**src/rtl/meas_sequencer.sv**
```systemverilog
module meas_sequencer #(
  parameter int          SW        = 16,
  parameter int          RECOV_CYC = 2000,
  parameter logic [10:0] CFG_RST   = 11'h19F
) (
  input  logic          clk,
  input  logic          rst_n,
  input  logic          cfg_we,
  input  logic [10:0]   cfg_wdata,
  input  logic          pwr_rd,
  output logic          adc_req,
  output logic          adc_chan,
  input  logic          adc_valid,
  input  logic [SW-1:0] adc_data,
  input  logic          math_done,
  output logic [SW-1:0] shunt_avg,
  output logic [SW-1:0] bus_avg,
  output logic          math_start,
  output logic          conv_rdy
);
  localparam int AW = SW + 7;
  localparam int TW = $clog2(RECOV_CYC + 1);

  typedef enum logic [2:0] {S_IDLE, S_RECOV, S_CHST, S_REQ, S_WAIT, S_MATH} st_t;

  st_t            st;
  logic [10:0]    cfg;
  logic [8:0]     left;
  logic [TW-1:0]  tmr;
  logic signed [AW-1:0] acc;

  wire [2:0] mode  = cfg[2:0];
  wire [3:0] code  = adc_chan ? cfg[10:7] : cfg[6:3];
  wire [8:0] nsamp = code[3] ? (9'd1 << code[2:0]) : 9'd1;
  wire [1:0] drop  = 2'd3 - code[1:0];

  wire signed [AW-1:0] smp = $signed({{(AW-SW){adc_data[SW-1]}}, adc_data});
  wire signed [AW-1:0] sum = acc + smp;
  wire signed [AW-1:0] shv = sum >>> code[2:0];
  wire signed [AW-1:0] rnd = (sum >>> drop) <<< drop;
  wire [SW-1:0]        res = code[3] ? shv[SW-1:0] : rnd[SW-1:0];

  always_ff @(posedge clk or negedge rst_n) begin
    if (!rst_n) begin
      cfg        <= CFG_RST;
      st         <= (CFG_RST[1:0] != 2'b00) ? S_CHST : S_IDLE;
      adc_chan   <= ~CFG_RST[0];
      adc_req    <= 1'b0;
      math_start <= 1'b0;
      conv_rdy   <= 1'b0;
      left       <= '0;
      tmr        <= '0;
      acc        <= '0;
      shunt_avg  <= '0;
      bus_avg    <= '0;
    end else begin
      adc_req    <= 1'b0;
      math_start <= 1'b0;
      if (pwr_rd) conv_rdy <= 1'b0;
      if (cfg_we) begin
        cfg <= cfg_wdata;
        if (cfg_wdata[1:0] == 2'b00) begin
          st <= S_IDLE;
        end else begin
          conv_rdy <= 1'b0;
          adc_chan <= ~cfg_wdata[0];
          if (mode == 3'b000) begin
            st  <= S_RECOV;
            tmr <= TW'(RECOV_CYC - 1);
          end else begin
            st <= S_CHST;
          end
        end
      end else begin
        case (st)
          S_RECOV: if (tmr == '0) st <= S_CHST; else tmr <= tmr - 1'b1;
          S_CHST: begin
            acc  <= '0;
            left <= nsamp;
            st   <= S_REQ;
          end
          S_REQ: begin
            adc_req <= 1'b1;
            st      <= S_WAIT;
          end
          S_WAIT: if (adc_valid) begin
            if (left == 9'd1) begin
              if (adc_chan) bus_avg <= res; else shunt_avg <= res;
              if (!adc_chan && mode[1]) begin
                adc_chan <= 1'b1;
                st       <= S_CHST;
              end else begin
                math_start <= 1'b1;
                st         <= S_MATH;
              end
            end else begin
              acc  <= sum;
              left <= left - 1'b1;
              st   <= S_REQ;
            end
          end
          S_MATH: if (math_done) begin
            conv_rdy <= 1'b1;
            if (mode[2]) begin
              adc_chan <= ~mode[0];
              st       <= S_CHST;
            end else begin
              st <= S_IDLE;
            end
          end
          default: st <= S_IDLE;
        endcase
      end
    end
  end

  assert_off_no_req_R2: assert property (@(posedge clk) disable iff (!rst_n)
    (cfg[1:0] == 2'b00) |-> !adc_req);

  assert_start_pulse_R7: assert property (@(posedge clk) disable iff (!rst_n)
    math_start |=> !math_start);

  assert_rdy_after_math_R7: assert property (@(posedge clk) disable iff (!rst_n)
    $rose(conv_rdy) |-> $past(math_done));

  assert_write_clears_rdy_R8: assert property (@(posedge clk) disable iff (!rst_n)
    (cfg_we && cfg_wdata[1:0] != 2'b00) |=> !conv_rdy);

  assert_read_clears_rdy_R8: assert property (@(posedge clk) disable iff (!rst_n)
    (pwr_rd && !math_done) |=> !conv_rdy);

  assert_off_keeps_rdy_R9: assert property (@(posedge clk) disable iff (!rst_n)
    (cfg_we && cfg_wdata[1:0] == 2'b00 && !pwr_rd) |=> (conv_rdy == $past(conv_rdy)));
endmodule

```
**config.mk**
```make
export PLATFORM = sky130hd
export DESIGN_NAME = meas_sequencer
export DESIGN_NICKNAME = d
export VERILOG_FILES = /design/src/rtl/meas_sequencer.sv
export SDC_FILE = /design/constraint.sdc
export NUM_CORES = 1
export LEC_CHECK = 0
export CORE_ASPECT_RATIO = 0.5
export CORE_UTILIZATION = 40
export DETAILED_ROUTE_END_ITERATION = 8
export GPL_ROUTABILITY_DRIVEN = 0
export PLACE_DENSITY = 0.67
export SLEW_MARGIN = 20
export SYNTH_ARGS = -nofsm -noshare
export SYNTH_HDL_FRONTEND = slang
export SYNTH_SLANG_ARGS = --single-unit
```
**constraint.sdc**
```tcl
create_clock -name clk -period 7.5 [get_ports clk]
set_input_delay 1.875 -clock clk [delete_from_list [all_inputs] [get_ports clk]]
set_output_delay 1.875 -clock clk [all_outputs]
set_load 0.02 [all_outputs]
```
== Yosys cells after proc, flatten, opt, wreduce, memory -nomap -nowiden ==
Index checks and enable logic that the tools add are counted.

* Register bits: 93
* Latch bits: 0
* Bits in writable memories: 0
* Bits in read-only memories: 0
* Input port bits: 33
* Memories: 0

* Add/sub/neg operators: 4
* Multipliers: 0
* Div/mod/pow operators: 0
* Magnitude comparators: 0
* Eq/ne operators: 17
* Shift operators: 4
* Mux-type cells: 44
* Bitwise operators: 4
* Reduce and logical (&&, ||, !) cells: 14

{| class="wikitable"
|+ Operator list
! cell !! number
|-
| two-way mux 11 bit || 5
|-
| two-way mux 23 bit || 2
|-
| one-hot mux 23 bit (2 select lines) || 1
|-
| two-way mux 9 bit || 3
|-
| adder 23 x 16 -> 23 bit || 1
|-
| <<< shifter 23 x 2 -> 16 bit || 1
|-
| >>> shifter 23 x 2 -> 23 bit || 1
|-
| >>> shifter 23 x 3 -> 16 bit || 1
|-
| two-way mux 1 bit || 19
|-
| two-way mux 3 bit || 6
|-
| inequality test 3 bit, second input constant || 6
|-
| one-hot mux 9 bit (2 select lines) || 1
|-
| two-way mux 16 bit || 1
|-
| one-hot mux 3 bit (5 select lines) || 1
|-
| logical NOT 11 bit || 1
|-
| subtractor 11 x 1 -> 11 bit, second input constant || 1
|-
| AND reduction 5 bit || 2
|-
| == test 9 x 1 -> 1 bit, second input constant || 1
|-
| left shift 1 x 3 -> 9 bit, first input constant || 1
|-
| subtractor 9 x 1 -> 9 bit, second input constant || 1
|-
| inequality test 2 bit, second input constant || 4
|-
| AND reduction 4 bit || 2
|-
| AND reduction 7 bit || 1
|-
| == test 3 x 2 -> 1 bit, second input constant || 2
|-
| 15 further kinds || 22
|}

== Longest topological paths before layout ==
* Depth after elaboration: 7
* Gate-level depth with buffers: 10

== Worst setup path after synthesis ==
No wires, ideal clock.

* Path type: input -> register
* Start: input adc_data[0]
* End: register bus_avg[15]
* Setup time: 0.142 ns
* Arrival: 4.599 ns
* Data required time: 7.358 ns
* Path slack: 2.759 ns
* Cell stages on the path: 10
* Path buffers: 0
* Cell sequence: ha_1 -> fa_1 -> a21o_1 -> a311o_2 -> a221oi_4 -> o311ai_0 -> xnor2_1 -> a22o_1 -> o311ai_0 -> a21oi_1

* Word-level cells in the longest chain between the ends: 4
* Elaborated cells on any way between the ends: 5
* Classes of those cells: add/sub (1); shift (3); mux (1)

{| class="wikitable"
|+ Ends and longest elaborated chain
! item !! RTL line !! source
|-
| from (decl) || 14 || <nowiki>input logic [SW-1:0] adc_data,</nowiki>
|-
| adder 23 x 16 -> 23 bit (*) || 38 || <nowiki>wire signed [AW-1:0] sum = acc + smp;</nowiki>
|-
| >>> shifter 23 x 2 -> 23 bit || 40 || <nowiki>wire signed [AW-1:0] rnd = (sum >>> drop) <<< drop;</nowiki>
|-
| <<< shifter 23 x 2 -> 16 bit || 40 ||
|-
| two-way mux 16 bit (*) || 41 || <nowiki>wire [SW-1:0] res = code[3] ? shv[SW-1:0] : rnd[SW-1:0];</nowiki>
|-
| to (signal assigned) || 88 || <nowiki>if (adc_chan) bus_avg <= res; else shunt_avg <= res;</nowiki>
|-
| to (decl) || 17 || <nowiki>output logic [SW-1:0] bus_avg,</nowiki>
|}

Mark *: on every way between the ends. The rest lies on a longest branch, timed or not.
A chain may end at the register's enable or synchronous reset.

== Final worst setup path ==
* Start: input adc_data[0]
* End: register shunt_avg[7]

* Word-level cells in the longest chain between the ends: 4
* Elaborated cells on any way between the ends: 5
* Classes of those cells: add/sub (1); shift (3); mux (1)

{| class="wikitable"
|+ Ends and longest elaborated chain
! item !! RTL line !! source
|-
| adder 23 x 16 -> 23 bit (*) || 38 ||
|-
| >>> shifter 23 x 2 -> 23 bit || 40 ||
|-
| <<< shifter 23 x 2 -> 16 bit || 40 ||
|-
| two-way mux 16 bit (*) || 41 ||
|-
| to (signal assigned) || 88 ||
|-
| to (decl) || 16 || <nowiki>output logic [SW-1:0] shunt_avg,</nowiki>
|}

Marks and branches as above.

==> impl_metrics.json <==
{
  "synth_top_family_by_area": "compound AO/OA/AOI/OAI gates",
  "ys_warn_count": 0,
  "synth_top_area_share_pct": 32.3,
  "core-area_um2": 15700,
  "crit_end": "shunt_avg[7]",
  "dr.pass1.iters": 5,
  "grt_overflow": 0,
  "grtUsageMet1_pct": 31.8,
  "slew-limit-headroom_pct": 28.5,
  "io_buffers": 68,
  "synth-xor-area-share_pct": 3.25,
  "worst_r2r_endpoint": "shunt_avg[7]",
  "postRouteAntennaNets": 0,
  "clkPwrFrac_pct": 26.1,
  "hpwl_um": 13500,
  "min_period_ns": 5.24,
  "synth_nets": 809,
  "maxCapViolCount": 0,
  "cts_tree": "done",
  "hold_class": "reg2reg",
  "top_usage_layer": "met2",
  "final_cell_mix": "85 x nand2_1, 85 x dfrtp_1, 75 x nor2_1, 67 x clkdlybuf4s50_1, 44 x a21oi_1",
  "die_h_um": 92.7,
  "sequentialPowerShare_pct": 33.1,
  "antenna-diode-count": 0,
  "status": "finished clean",
  "drive_gt1_share_pct": 9.75,
  "hold_violations": 0,
  "path_clk_slew_ns": 0.07,
  "fillers": 1506,
  "setup_violations": 0,
  "tns_ns": 0,
  "final_util_pct": 49.0,
  "syn_area_um2": 6580,
  "reg2reg_depth": 9,
  "viasPerCell": 6.06,
  "synth-compound-area-share_pct": 25.8,
  "r2r_setup_slack_ns": 3.83,
  "stdcell_count": 1021,
  "clockRootBuffer": "clkbuf_16",
  "die_w_um": 183,
  "cp.required_ns": 7.76,
  "grtUsageMet3_pct": 4.80,
  "power_frac_comb_pct": 40.8,
  "slew_viol_final": 0,
  "ys_ff_latch": 93,
  "total_power_mw": 1.98,
  "cp.arrival_ns": 5.50,
  "ir_worst_vdd_mv": 0.145,
  "fin_skew_ns": 0.0113,
  "synth_mux_area_share_pct": 6.71,
  "synth_simple_gate_area_share_pct": 19.5,
  "wl_per_cell_um": 18.4,
  "postCtsSetupBuffers": 0,
  "crit_path_end_kind": "flip-flop",
  "drc_errors": 0,
  "std_cell_rows": 32,
  "whs_ns": 0.483,
  "synth-edff-count": 0,
  "grt_antenna_before_repair": 0,
  "p_per_area_nw_per_um2": 257,
  "die-area_um2": 17000,
  "finalWirelength_um": 18800,
  "design_area_um2": 7710,
  "cp-startpoint": "adc_data[0]",
  "switchingPower_uw": 794,
  "cts_max_level": 3,
  "switching_share_pct": 40.1,
  "internal_power_mw": 1.19,
  "grt_pass1_vias": 5925,
  "netlist_instances": 750,
  "fmax_ghz": 0.191,
  "path_cells": "clkdlybuf4s50_1 -> ha_1 -> fa_1 -> a21o_1 -> a311o_2 -> a41o_2 -> nor4_1 -> a222oi_1 -> mux2_1 -> o221ai_1",
  "grt_use_met2_pct": 35.9,
  "fin_ws_ns": 2.26,
  "timing.critical_path.from_type": "input pin",
  "tightest_slew_ns": 1.06,
  "grt_pass1_wl_um": 30800,
  "grt_max_degree": 78,
  "synth.distinct_cells": 82,
  "synthArstFlopShare_pct": 100,
  "cpPeakStageDelay_ns": 0.80,
  "cts-hold-fix-buffers": 0,
  "critPathMaxFanout": 6,
  "postSynthAreaPerCell_um2": 8.78,
  "ys_seq_area_share_pct": 35.5,
  "fin_nets": 854,
  "rsz0062_at_grt": "false",
  "slowest_stage": "nor4_1",
  "timing.rr.start": "acc[0]",
  "clock_sinks": 93,
  "dpl.cell_count": 1005,
  "start_util_pct": 41.8,
  "critical_path_class": "in2reg",
  "area_growth_pct": 17.2,
  "fin_crit_sh_pct": 69.8,
  "pre_cts_ws_ns": 1.94,
  "placed_cell_area_um2": 7390,
  "drtIter0Drc": 443,
  "synth_adder_area_share_pct": 5.06,
  "post-synth-top-area-cell": "dfrtp_1",
  "ys.flop_type": "dfrtp_1",
  "insertion_delay_ns": 0.36,
  "clock_path_buffers": 2,
  "grtUsageTotal_pct": 22.9,
  "vias": 6189,
  "cts_made_buffers": 9,
  "ctsResizeCount": 0,
  "total_leakage_power_nw": 3.17,
  "synth_area_leaders": "dfrtp_1 32%, nand2_1 4.8%, ha_1 4.8%, mux2_2 4.4%, nor2_1 4.3%",
  "ios": 69
}
==> flip-flops by register name, indices dropped and copies added, names as in the netlist <==
register,count
acc,23
adc_chan,1
adc_req,1
bus_avg,16
cfg,11
conv_rdy,1
left,9
math_start,1
shunt_avg,16
st,3
tmr,11
==> critical path, delay by kind of cell <==
family / cells / cell delay (ns)
multiplexers: 1 / 0.39
AND/OR/NAND/NOR: 1 / 0.80
buffers and inverters: 1 / 0.41
AO/OA/AOI/OAI: 5 / 1.40
adder cells (fa/ha/maj): 2 / 0.62
==> cell usage after synthesis, drive strengths merged, types with 4 or more instances <==
cell type	number
a2111oi	4
a211o	5
a211oi	12
a21o	11
a21oi	44
a221o	4
a221oi	4
a22o	14
a22oi	6
a31oi	12
and2	13
and3	6
buf	10
clkbuf	31
dfrtp	85
dfstp	8
ha	25
inv	14
mux2	27
mux2i	7
nand2	86
nand2b	8
nand3	20
nand4	7
nor2	75
nor2b	7
nor3	26
nor4	5
o211ai	13
o21ai	40
o221ai	5
o22ai	11
o311ai	4
o31ai	19
or3	7
or4	4
xnor2	15
xor2	6
==> power by group through the flow <==
| stage | sequential (mW) | combinational, mW | clock (mW) |
|---|---|---|---|
| after floorplan | 0.655 | 0.576 | 0 |
| after CTS | 0.656 | 0.796 | 0.525 |
| after global routing | 0.669 | 0.885 | 0.542 |
| final | 0.657 | 0.809 | 0.517 |
| after detailed placement | 0.664 | 0.792 | 0 |
| after global placement | 0.662 | 0.779 | 0 |
==> metal layers <==
layer | vias up | wire (um) | share of wire, %
met5 | - | 0 | 0
met4 | 0 | 273 | 1.5
met3 | 30 | 1100 | 5.9
met2 | 211 | 8350 | 45
met1 | 3032 | 9040 | 48
li1 | 2916 | - | -
==> final cells by class <==
cell class,count,area (um2),area share (%)
well taps,221,277,3.58
clock buffers,10,229,2.97
clock inverters,6,95.1,1.23
inverters,15,56.3,0.730
flip-flops and latches,93,2340,30.3
multi-input cells,599,3970,51.5
repair buffers,77,749,9.72
==> worst min path at each step <==
stage | slack (ns) | cells past startpoint | endpoint | from
6_report | 0.48 | 2 | tmr[10] | tmr[10]
3_5_place_dp | 0.48 | 2 | tmr[10] | tmr[10]
3_3_place_gp | 0.46 | 2 | tmr[10] | tmr[10]
4_1_cts | 0.49 | 2 | tmr[10] | tmr[10]
5_1_grt | 0.51 | 2 | tmr[10] | tmr[10]
2_1_floorplan | 0.45 | 2 | tmr[10] | tmr[10]
==> logic make-up (layout without fill, tap and decap cells) <==
group                    after synthesis  after routing
AND/OR/NAND/NOR                      274            274
adder cells (fa/ha/maj)               26             26
AO/OA/AOI/OAI                        240            240
buffers and inverters                 58            108
XOR/XNOR                              22             22
multiplexers                          37             37
flip-flops                            93             93
Power figures use the tool's default switching activity.
